--- config.mk ---
export PLATFORM = sky130hd
export DESIGN_NAME = adc_rd_ctrl
export DESIGN_NICKNAME = d
export VERILOG_FILES = /design/src/rtl/adc_rd_pkg.sv /design/src/rtl/adc_rd_clkdiv.sv /design/src/rtl/adc_rd_shreg.sv /design/src/rtl/adc_rd_ctrl.sv
export SDC_FILE = /design/constraint.sdc
export NUM_CORES = 1
export LEC_CHECK = 0
export BUFFER_PORTS_ARGS = -buffer_cell sky130_fd_sc_hd__buf_2
export CAP_MARGIN = 15
export CORE_MARGIN = 3
export CORE_UTILIZATION = 59
export DETAILED_ROUTE_END_ITERATION = 16
export PLACE_DENSITY = 0.79
export SYNTH_ARGS = -nofsm -noshare
export SYNTH_HDL_FRONTEND = slang
export SYNTH_HIERARCHICAL = 1
export SYNTH_SLANG_ARGS = --single-unit
--- constraint.sdc ---
create_clock -name clk -period 3 [get_ports clk]
set_input_delay 0.45 -clock clk [delete_from_list [all_inputs] [get_ports clk]]
set_output_delay 0.45 -clock clk [all_outputs]
set_load 0.005 [all_outputs]
--- src/rtl/adc_rd_pkg.sv ---
package adc_rd_pkg;

    localparam int FRAME_BITS = 16;
    localparam int BYTE_BITS  = 8;
    localparam int RES_BITS   = 14;
    localparam int CH_BITS    = 3;
    localparam int PAD_BITS   = FRAME_BITS - RES_BITS;
    localparam int CNT_BITS   = $clog2(FRAME_BITS);

    localparam logic [BYTE_BITS-1:0] MUX_ENABLE = 8'h08;

    typedef enum logic [2:0] {
        ST_IDLE  = 3'd0,
        ST_WAIT  = 3'd1,
        ST_SETUP = 3'd2,
        ST_SHIFT = 3'd3,
        ST_GAP   = 3'd4
    } rd_state_e;

    typedef struct packed {
        rd_state_e               st;
        logic                    cs_n;
        logic                    sck;
        logic                    busy;
        logic                    pend;
        logic                    first;
        logic                    valid;
        logic                    gap;
        logic [CNT_BITS-1:0]     bit_cnt;
        logic [CH_BITS-1:0]      chan;
        logic [RES_BITS-1:0]     result;
    } rd_ctl_t;

    // Outgoing frame: zero byte, then channel code with mux enable set.
    function automatic logic [FRAME_BITS-1:0] build_cmd(input logic [CH_BITS-1:0] ch);
        logic [BYTE_BITS-1:0] cmd;
        cmd = MUX_ENABLE | BYTE_BITS'(ch);
        return {{BYTE_BITS{1'b0}}, cmd};
    endfunction

endpackage

--- src/rtl/adc_rd_clkdiv.sv ---
module adc_rd_clkdiv #(
    parameter int DIV = 25
) (
    input  logic clk,
    input  logic rst_n,
    input  logic run_i,
    output logic tick_o
);
    localparam int W = (DIV > 1) ? $clog2(DIV) : 1;
    localparam logic [W-1:0] LAST = W'(DIV - 1);

    logic [W-1:0] cnt_d, cnt_q;

    always_comb begin
        tick_o = run_i && (cnt_q == LAST);
        if (!run_i || tick_o) begin
            cnt_d = '0;
        end else begin
            cnt_d = cnt_q + 1'b1;
        end
    end

    always_ff @(posedge clk or negedge rst_n) begin
        if (!rst_n) begin
            cnt_q <= '0;
        end else begin
            cnt_q <= cnt_d;
        end
    end

endmodule

--- src/rtl/adc_rd_shreg.sv ---
module adc_rd_shreg
    import adc_rd_pkg::*;
(
    input  logic                  clk,
    input  logic                  rst_n,
    input  logic                  load_i,
    input  logic [FRAME_BITS-1:0] load_word_i,
    input  logic                  shift_i,
    input  logic                  capture_i,
    input  logic                  miso_i,
    output logic                  mosi_o,
    output logic [RES_BITS-1:0]   rx_res_o
);
    logic [FRAME_BITS-1:0] tx_d, tx_q;
    logic [FRAME_BITS-1:0] rx_d, rx_q;

    always_comb begin
        tx_d = tx_q;
        rx_d = rx_q;
        if (load_i) begin
            tx_d = load_word_i;
            rx_d = '0;
        end else begin
            if (shift_i) begin
                tx_d = {tx_q[FRAME_BITS-2:0], 1'b0};
            end
            if (capture_i) begin
                rx_d = {rx_q[FRAME_BITS-2:0], miso_i};
            end
        end
    end

    always_ff @(posedge clk or negedge rst_n) begin
        if (!rst_n) begin
            tx_q <= '0;
            rx_q <= '0;
        end else begin
            tx_q <= tx_d;
            rx_q <= rx_d;
        end
    end

    assign mosi_o   = tx_q[FRAME_BITS-1];
    assign rx_res_o = rx_q[FRAME_BITS-1:PAD_BITS];

endmodule

--- src/rtl/adc_rd_ctrl.sv ---
module adc_rd_ctrl
    import adc_rd_pkg::*;
#(
    parameter int CLK_DIV = 25
) (
    input  logic                clk,
    input  logic                rst_n,
    input  logic                start_i,
    input  logic [2:0]          chan_i,
    input  logic                eoc_i,
    output logic                sck_o,
    output logic                mosi_o,
    input  logic                miso_i,
    output logic                cs_n_o,
    output logic                busy_o,
    output logic [13:0]         result_o,
    output logic                valid_o
);
    localparam logic [CNT_BITS-1:0] LAST_BIT = CNT_BITS'(FRAME_BITS - 1);

    rd_ctl_t ctl_d, ctl_q;

    logic                  run;
    logic                  tick;
    logic                  load;
    logic                  shift;
    logic                  capture;
    logic                  take;
    logic [RES_BITS-1:0]   rx_res;

    assign run = (ctl_q.st == ST_SETUP) || (ctl_q.st == ST_SHIFT) || (ctl_q.st == ST_GAP);

    adc_rd_clkdiv #(.DIV(CLK_DIV)) u_div (
        .clk    (clk),
        .rst_n  (rst_n),
        .run_i  (run),
        .tick_o (tick)
    );

    adc_rd_shreg u_shreg (
        .clk         (clk),
        .rst_n       (rst_n),
        .load_i      (load),
        .load_word_i (build_cmd(ctl_q.chan)),
        .shift_i     (shift),
        .capture_i   (capture),
        .miso_i      (miso_i),
        .mosi_o      (mosi_o),
        .rx_res_o    (rx_res)
    );

    always_comb begin
        ctl_d       = ctl_q;
        ctl_d.valid = 1'b0;
        load        = 1'b0;
        shift       = 1'b0;
        capture     = 1'b0;
        take        = start_i && !ctl_q.pend;

        unique case (ctl_q.st)
            ST_IDLE: begin
                if (start_i) begin
                    ctl_d.chan = chan_i;
                    ctl_d.busy = 1'b1;
                    ctl_d.st   = ST_WAIT;
                end
            end
            ST_WAIT: begin
                if (eoc_i) begin
                    ctl_d.cs_n    = 1'b0;
                    ctl_d.bit_cnt = '0;
                    ctl_d.st      = ST_SETUP;
                    load          = 1'b1;
                end
            end
            ST_SETUP: begin
                if (tick) begin
                    ctl_d.sck = 1'b1;
                    capture   = 1'b1;
                    ctl_d.st  = ST_SHIFT;
                end
            end
            ST_SHIFT: begin
                if (tick) begin
                    if (ctl_q.sck) begin
                        ctl_d.sck = 1'b0;
                        if (ctl_q.bit_cnt == LAST_BIT) begin
                            ctl_d.cs_n   = 1'b1;
                            ctl_d.busy   = 1'b0;
                            ctl_d.result = rx_res;
                            ctl_d.valid  = !ctl_q.first;
                            ctl_d.first  = 1'b0;
                            ctl_d.gap    = 1'b0;
                            ctl_d.st     = ST_GAP;
                        end else begin
                            ctl_d.bit_cnt = ctl_q.bit_cnt + 1'b1;
                            shift         = 1'b1;
                        end
                    end else begin
                        ctl_d.sck = 1'b1;
                        capture   = 1'b1;
                    end
                end
            end
            ST_GAP: begin
                if (take) begin
                    ctl_d.pend = 1'b1;
                    ctl_d.chan = chan_i;
                    ctl_d.busy = 1'b1;
                end
                if (tick) begin
                    if (ctl_q.gap) begin
                        ctl_d.st   = (ctl_q.pend || take) ? ST_WAIT : ST_IDLE;
                        ctl_d.pend = 1'b0;
                        ctl_d.gap  = 1'b0;
                    end else begin
                        ctl_d.gap = 1'b1;
                    end
                end
            end
            default: begin
                ctl_d.st = ST_IDLE;
            end
        endcase
    end

    always_ff @(posedge clk or negedge rst_n) begin
        if (!rst_n) begin
            ctl_q         <= '0;
            ctl_q.st      <= ST_IDLE;
            ctl_q.cs_n    <= 1'b1;
            ctl_q.first   <= 1'b1;
        end else begin
            ctl_q <= ctl_d;
        end
    end

    assign sck_o    = ctl_q.sck;
    assign cs_n_o   = ctl_q.cs_n;
    assign busy_o   = ctl_q.busy;
    assign result_o = ctl_q.result;
    assign valid_o  = ctl_q.valid;

endmodule

======== Word level (Yosys, flattened, before mapping) ========
Cells that the tools add are included.
word-level totals
  flip-flop bits (word level) ............. 68
  word-level logic and storage cells ...... 105
operators by class
  add/subtract/negate cells ............... 2
  eq/ne operators ......................... 16
  multiplexer cells ....................... 48
  reduce and logical (&&, ||, !) cells .... 25
operators by type and width
  kind                   count
  $mux W16               4
  $mux W4                5
  $mux W1                19
  $mux W3                6
  $mux W6                3
  $ne A2 B2 Y1 const B   9
  $pmux W3 S5            1
  $reduce_and A5 Y1      3
  $reduce_bool A2 Y1     6
  $pmux W1 S2            4
  $pmux W4 S2            1
  $reduce_and A8 Y1      1
  $eq A3 B2 Y1 const B   2
  $pmux W3 S2            1
  $reduce_and A3 Y1      2
  $reduce_and A6 Y1      1
  $add A5 B1 Y5 const B  1
  $eq A5 B5 Y1 const B   1
  $mux W5                1
  $add A4 B1 Y4 const B  1
  $eq A4 B4 Y1 const B   1
  $logic_or A1 B1 Y1     4
  $mux W2                2
  $reduce_and A4 Y1      1
  other kinds (8)        11

======== Longest topological paths before layout ========
Gate-level depths: netlist (run 1).
  word-level depth ........................ 8
  gate-level depth with buffers ........... 10
  depth with buffers taken out ............ 8

======== By module ========
The synthesis (run 1) kept the hierarchy.
by module, submodules not included
  module         area an instance (um^2)  cells an instance  seq. area each (um^2)  times used
  adc_rd_ctrl    1554.0                   130                778.2                  1
  adc_rd_shreg   1506.4                   135                800.8                  1
  adc_rd_clkdiv  285.3                    23                 125.1                  1

======== Worst setup path before layout (run 1) ========
No wires, ideal clock.
  path kind ............................... register -> register
  start point ............................. reg ctl_q[29] (netlist bit)
  end point ............................... reg u_shreg.tx_q[10]
  path buffers ............................ 3
  arrival time ............................ 2.248 ns
  stages on the path, launching flop included .. 11
  path slack .............................. 0.619 ns
  cells stage by stage .................... dfrtp_1 > buf_4 > nor3b_2 > or2_2 > and2_2 > nand3b_4 > nor3_1 > buf_6 > buf_12 > mux2i_1 > o21ai_1
on the way
  longest elaborated chain between the ends .. 7
  elaborated cells between the ends (all ways) .. 12
ends and longest elaborated chain
  item                                   RTL line             source
  start, declared                        adc_rd_ctrl.sv:21    rd_ctl_t ctl_d, ctl_q;
  start signal, assigned                 adc_rd_ctrl.sv:134   ctl_q <= ctl_d;
  $eq A3 B2 Y1                           adc_rd_ctrl.sv:31    assign run = (ctl_q.st == ST_SETUP) || (ctl_q.st == ST_SHIFT) || (ctl_q.st == ST_GAP);
  $logic_or A1 B1 Y1                     adc_rd_ctrl.sv:31
  $logic_or A1 B1 Y1 *                   adc_rd_ctrl.sv:31
  net run                                adc_rd_ctrl.sv:23    logic run;
  $logic_and A1 B1 Y1 *                  adc_rd_clkdiv.sv:15  tick_o = run_i && (cnt_q == LAST);
  net tick                               adc_rd_ctrl.sv:24    logic tick;
  $mux W1 *                              adc_rd_ctrl.sv:84    if (tick) begin
  $mux W1 *                              adc_rd_ctrl.sv:60    unique case (ctl_q.st)
  net shift                              adc_rd_ctrl.sv:26    logic shift;
  $reduce_bool A2 Y1 (no source line) *  n/a
  end signal, assigned                   adc_rd_shreg.sv:38   tx_q <= tx_d;
  end, declared                          adc_rd_shreg.sv:14   logic [FRAME_BITS-1:0] tx_d, tx_q;
The timed path passes the listed nets; every way through them passes the cells marked *.
A chain may end at the register's enable or synchronous reset.

======== Worst setup path after layout (run 1) ========
  start point ............................. reg ctl_q[29] (netlist bit)
  end point ............................... reg ctl_q, in the netlist result_o[3]
on the way
  longest elaborated chain between the ends .. 5
  elaborated cells between the ends (all ways) .. 7
ends and longest elaborated chain
  item                                  RTL line
  $eq A3 B2 Y1                          adc_rd_ctrl.sv:31
  $logic_or A1 B1 Y1                    adc_rd_ctrl.sv:31
  $logic_or A1 B1 Y1 *                  adc_rd_ctrl.sv:31
  net run                               adc_rd_ctrl.sv:23
  $logic_and A1 B1 Y1 *                 adc_rd_clkdiv.sv:15
  net tick                              adc_rd_ctrl.sv:24
  $reduce_and A4 Y1 (no source line) *  n/a
Marked as above.

==> flow_metrics.tcl, run 1 <==
set metrics [dict create \
    status "complete, no violations" \
    core_um2 5300 \
    detail-route-antenna-nets 0 \
    leakage_nw 1.60 \
    critPathMaxFanout 17 \
    drt_iter0_markers 161 \
    grt_pass1_vias 1953 \
    synth-edff-count 0 \
    die_h_um 81.3 \
    dp_hpwl_um 3580 \
    max-vdd-ir-drop_uv 308 \
    end_kind "flop" \
    dp.cells 359 \
    yosys.cell_types.count 48 \
    worstSkewPairLatency_ns 0.33 \
    avgSynthCellArea_um2 11.6 \
    fillers 377 \
    synth_area_leaders "dfrtp_1 (49%), mux2i_1 (9.9%), buf_4 (6.7%)" \
    drv_slew 0 \
    drtPass1Iterations 4 \
    fin_nets 311 \
    cts_tree "done" \
    cap_violations 0 \
    final_util_pct 66.8 \
    critPathLaunchType "flop" \
    cts-root-buf "clkbuf_8" \
    antenna_cells 0 \
    final_hold_viol_count 0 \
    cp_data_required_time_ns 3.22 \
    io_buffer_count 26 \
    holdWs_ns 0.286 \
    dp_worst_setup_slack_ns 0.334 \
    antenna_found_initial 0 \
    die-area_um2 6610 \
    async_flop_share_pct 100 \
    fin_tns_setup_ns 0 \
    yosys_warnings 6 \
    vias_per_cell 5.35 \
    use_met3_pct 5.32 \
    die_w_um 81.3 \
    setup_viol 0 \
    final_cells 375 \
    min_period_ns 2.68 \
    grt.total_usage_pct 18.6 \
    postSynthCellCount 288 \
    row_count 26 \
    cts_buffers 9 \
    use_met1_pct 26.0 \
    postCtsSetupBuffers 0 \
    setup_slack_ns 0.318 \
    max_freq_mhz 373 \
    ys.flop_type "dfrtp_1" \
    hold_path.class "in -> async" \
    wirelength_um 5450 \
    yosys.area.top_type "dfrtp_1" \
    synth_top_area_share_pct 49.4 \
    powerDensity_nw_per_um2 699 \
    crit_arrival_ns 2.90 \
    route.detailed.drc 0 \
    grt_pass1_wl_um 9260 \
    slew-limit-headroom_pct 44.6 \
    synth_seq_cells 68 \
    fin_worst_skew_ns 0.00488 \
    hold_buffers 0 \
    num_vias 2008 \
    gp_congestion 0.864 \
    worst_pin_slew_ns 0.830 \
    grt_max_degree 69 \
    io_pins 27 \
    path_class "reg -> reg" \
    syn_area_um2 3350 \
    ys_seq_area_share_pct 50.9 \
    top_usage_layer "met2" \
    wl_per_cell_um 14.5 \
    drive_gt1_share_pct 26.2 \
    cts_max_path_buffers 2 \
    htreeDepth 3 \
    cts.sinks 68 \
    syn2layout_area_growth_pct 5.87 \
    overflow 0 \
    finalCritPeriodShare_pct 89.4 \
    rsz0062_at_grt "false" \
    grt_use_met2_pct 27.4 \
    clkTransAtPathRegs_ns 0.07 \
    cts-resized-gates 0 \
    start_util_pct 63.1 \
]
==> final cells by class <==
cell class	instances	area, um^2	area share, %
clock buffer	9	124	3.50
clock inverter	7	91.3	2.58
inverter	4	15.0	0.424
multi-input combinational	186	1340	37.8
sequential	68	1700	48.1
tap	70	87.6	2.47
timing repair buffer	31	180	5.09
==> sequential cells by signal (all words and copies together), names as in the netlist <==
signal        cells
u_shreg/rx_q     16
u_shreg/tx_q     16
result_o         14
ctl_q            13
u_div/cnt_q       5
busy_o            1
cs_n_o            1
sck_o             1
valid_o           1
==> cells by family (layout without fill, tap and decap cells) <==
logic type	count (synthesis)	in the layout	synth area share, %
adder cells (fa/ha/maj)	3	3	1.12
AO/OA/AOI/OAI	41	41	6.77
buffers and inverters	45	51	10.5
multiplexers	52	52	17.1
flip-flops	68	68	50.9
other	2	13	0.224
AND/OR/NAND/NOR	75	75	12.9
XOR/XNOR	2	2	0.524
==> layer usage <==
layer / share of wire [%] / vias to the layer above / wire, um
met4: 1.5 / 0 / 80
met3: 4.5 / 8 / 243
met2: 46 / 37 / 2520
met5: 0 / - / 0
li1: - / 981 / -
met1: 48 / 982 / 2600
==> where the power goes <==
group	switching, W	leakage (nW)	internal [W]
combinational	0.000206	0.645	0.000195
sequential	0.000159	0.845	0.00111
clock	0.000340	0.109	0.000464
==> worst max-delay path, cell delays in order, from the launching register on <==
cell and delay [ns]:
dfrtp_1 0.56, nor2b_1 0.36, or2_2 0.22, and2_2 0.23, nand3b_4 0.12, or2_1 0.37
nor2_8 0.33, mux2_2 0.37
==> Yosys cell counts (2+ instances only) <==
cell type	instances
xnor2_1	2
ha_1	3
nand3_1	4
buf_4	30
mux2i_1	33
nor2_1	17
a21o_1	2
mux2_2	12
a31oi_1	2
o21ai_1	9
buf_12	2
nand2_1	26
nor3b_1	2
dfstp_2	2
and4_2	2
inv_1	4
clkbuf_1	2
buf_6	3
nor3_1	4
o21ai_0	15
dfrtp_1	66
nand3b_1	2
nor2b_1	3
mux2_4	7
buf_2	3
a21oi_1	8
conb_1	2
==> stage by stage <==
| stage | power (W) | area [um^2] |
|---|---|---|
| 5_1_grt | 0.00263 | 3540 |
| 2_1_floorplan | 0.00160 | 3390 |
| 3_3_place_gp | 0.00165 | 3330 |
| 6_report | 0.00248 | 3540 |
| 4_1_cts | 0.00250 | 3540 |
| 3_5_place_dp | 0.00169 | 3330 |
==> placed cells by master, fill, tap and decap left out, types with 2 or more instances in the layout <==
cell,instances
nand3_1,4
dfstp_2,2
a21oi_1,7
buf_4,4
mux2i_1,33
o21ai_1,9
mux2_2,12
nand3b_1,2
xnor2_1,2
conb_1,13
inv_1,4
nor2b_1,3
a31oi_1,2
o21ai_0,15
clkinv_2,3
bufinv_16,2
dfrtp_1,66
mux2_4,7
nor3b_1,2
nor3_1,3
buf_2,26
ha_1,3
a21o_1,2
nand2_1,26
and4_2,2
nor2_1,17
clkbuf_8,9
==> path summary, 6_finish.rpt <==
| path | startpoint | to | slack, ns | depth (start not counted) |
|---|---|---|---|---|
| worst max-delay path | ctl_q[29] | result_o[3] | 0.32 | 7 |
| worst min-delay path | rst_n | u_shreg/tx_q[0] | 0.29 | 2 |
| worst max register to register | ctl_q[29] | result_o[3] | 0.32 | 7 |
| worst min register to register | ctl_q[14] | u_shreg/tx_q[0] | 0.49 | 2 |
| max in group asynchronous | rst_n | u_div/cnt_q[2] | 2.16 | 2 |
| min in group clk | chan_i[1] | ctl_q[15] | 0.35 | 2 |
Note: power is estimated with default switching activity, not from simulation.
==> inputs of run 2 (changes only) <==
--- a/config.mk
+++ b/config.mk
@@ -7,10 +7,11 @@
 export LEC_CHECK = 0
 export BUFFER_PORTS_ARGS = -buffer_cell sky130_fd_sc_hd__buf_2
 export CAP_MARGIN = 15
-export CORE_MARGIN = 3
-export CORE_UTILIZATION = 59
+export CORE_MARGIN = 5
+export CORE_UTILIZATION = 62
+export CTS_BUF_LIST = sky130_fd_sc_hd__clkbuf_2 sky130_fd_sc_hd__clkbuf_4 sky130_fd_sc_hd__clkbuf_8
 export DETAILED_ROUTE_END_ITERATION = 16
-export PLACE_DENSITY = 0.79
+export PLACE_DENSITY = 0.82
 export SYNTH_ARGS = -nofsm -noshare
 export SYNTH_HDL_FRONTEND = slang
 export SYNTH_HIERARCHICAL = 1
==> run 2 against run 1 <==
Critical path depth is the same. Design area is 0.42% higher. Combinational power decreased by 7.0%. Sequential power hardly changed. Hold slack lost 0.091 ns. Power rose by 0.41%. Clock power rose by 3.0%. Critical path type unchanged. Highest routed layer unchanged.
==> flow_metrics.tcl, run 2 (synthesis gave the netlist of run 1 again) <==
set metrics [dict create \
    htreeDepth 3 \
    path_class "reg -> reg" \
    vias_per_cell 5.32 \
    wl_per_cell_um 15.0 \
    min_period_ns 2.73 \
    hold_path.class "in -> async" \
    cpMaxStageDelayCell "dfrtp_1" \
    wirelength_um 5600 \
    fillers 354 \
    dp_hpwl_um 3790 \
    fin_nets 310 \
    cts.sinks 68 \
    grt.total_usage_pct 17.7 \
    max_freq_mhz 367 \
    route.detailed.drc 0 \
    cts-resized-gates 0 \
    cts_tree "done" \
    drt_iter0_markers 138 \
    drtPass1Iterations 4 \
    critPathMaxFanout 17 \
    setup_slack_ns 0.274 \
    slew-limit-headroom_pct 48.2 \
    max-vdd-ir-drop_uv 378 \
    die_h_um 83.5 \
    slowest_delay_ns 0.58 \
    end_kind "flop" \
    hold_buffers 0 \
    antenna_cells 0 \
    multiInputGateArea_um2 1340 \
    dp_worst_setup_slack_ns 0.298 \
    rsz0062_at_grt "false" \
    worst_pin_slew_ns 0.777 \
    worstSkewPairLatency_ns 0.33 \
    core_um2 5170 \
    cts_buffers 9 \
    regArea_um2 1700 \
    cts_max_path_buffers 2 \
    die-area_um2 6970 \
    fin_worst_skew_ns 0.00453 \
    detail-route-antenna-nets 0 \
    cts-root-buf "clkbuf_8" \
    drive_gt1_share_pct 26.0 \
    cp_data_required_time_ns 3.22 \
    powerDensity_nw_per_um2 699 \
    io_pins 27 \
    gp_congestion 0.854 \
    num_vias 1991 \
    setup_viol 0 \
    postCtsSetupBuffers 0 \
    cp_cell_sequence "nor2b_1 > or2_2 > and2_2 > nand3b_4 > or2_1 > nor2_8 > mux2_2" \
    final_common_cell "dfrtp_1" \
    antenna_found_initial 0 \
    cap_violations 0 \
    grt_pass1_wl_um 9850 \
    leakage_nw 1.59 \
    die_w_um 83.5 \
    critPathLaunchType "flop" \
    layout_common_cells "dfrtp_1 (66), mux2i_1 (33), nand2_1 (26), buf_2 (26), nor2_1 (17)" \
    start_util_pct 64.7 \
    drv_slew 0 \
    crit_arrival_ns 2.95 \
    grt_pass1_vias 2029 \
    grt_max_degree 41 \
    finalCritPeriodShare_pct 90.9 \
    row_count 26 \
    syn2layout_area_growth_pct 6.32 \
    status "complete, no violations" \
    io_buffer_count 26 \
    fin_tns_setup_ns 0 \
    overflow 0 \
    clkTransAtPathRegs_ns 0.07 \
    final_hold_viol_count 0 \
]
run 2: cell types whose count changed in the layout (fill, tap and decap cells not counted):
cell	previous run	this run
buf_12	1	2
buf_4	4	2
clkbuf_8	9	10
clkinv_2	3	1
clkinv_4	1	0
clkinvlp_4	1	3
run 2: worst paths after layout:
path | start | endpoint | slack [ns] | cells after the start
hold / removal | rst_n | ctl_q[15] | 0.20 | 1
max in group asynchronous | rst_n | u_shreg/rx_q[13] | 2.17 | 2
setup reg to reg | ctl_q[29] | result_o[7] | 0.27 | 7
setup / recovery | ctl_q[29] | result_o[7] | 0.27 | 7
min in group clk | chan_i[1] | ctl_q[15] | 0.35 | 2
hold reg to reg | ctl_q[15] | u_shreg/tx_q[1] | 0.49 | 2
run 2: metrics by stage:
step | total power (W) | utilization [%] | hold WS, ns | std cells | instance area [um^2]
6_report | 0.00249 | 68.8 | 0.196 | 374 | 3560
5_1_grt | 0.00265 | 68.8 | 0.229 | 374 | 3560
3_5_place_dp | 0.00167 | 64.4 | 0.475 | 358 | 3330
2_1_floorplan | 0.00160 | - | 0.154 | 299 | 3390
4_1_cts | 0.00251 | 68.8 | 0.201 | 374 | 3560
3_3_place_gp | 0.00164 | 64.4 | 0.463 | 358 | 3330
run 2: power by group:
part	switching (W)	internal, W	total (W)
clock	0.000340	0.000489	0.000829
sequential	0.000174	0.00111	0.00129
combinational	0.000184	0.000188	0.000372
run 2: layout make-up:
type | instances | area share [%]
timing repair buffer | 30 | 5.21
sequential | 68 | 47.9
clock buffer | 10 | 3.87
inverter | 4 | 0.422
multi-input combinational | 186 | 37.7
clock inverter | 6 | 2.46
tap | 70 | 2.46
run 2: metal layers:
metal	GRT usage [%]	vias to the layer above	wire length (um)
met1	23.4	968	2670
met2	26.8	42	2590
met5	0	-	0
met3	5.82	9	240
li1	-	972	-
met4	7.60	0	97
run 2: worst max-delay path: cells and delay by family, from the launching register on:
family | cells | cell delay (ns)
multiplexers | 1 | 0.38
AND/OR/NAND/NOR | 6 | 1.65
flip-flops | 1 | 0.58
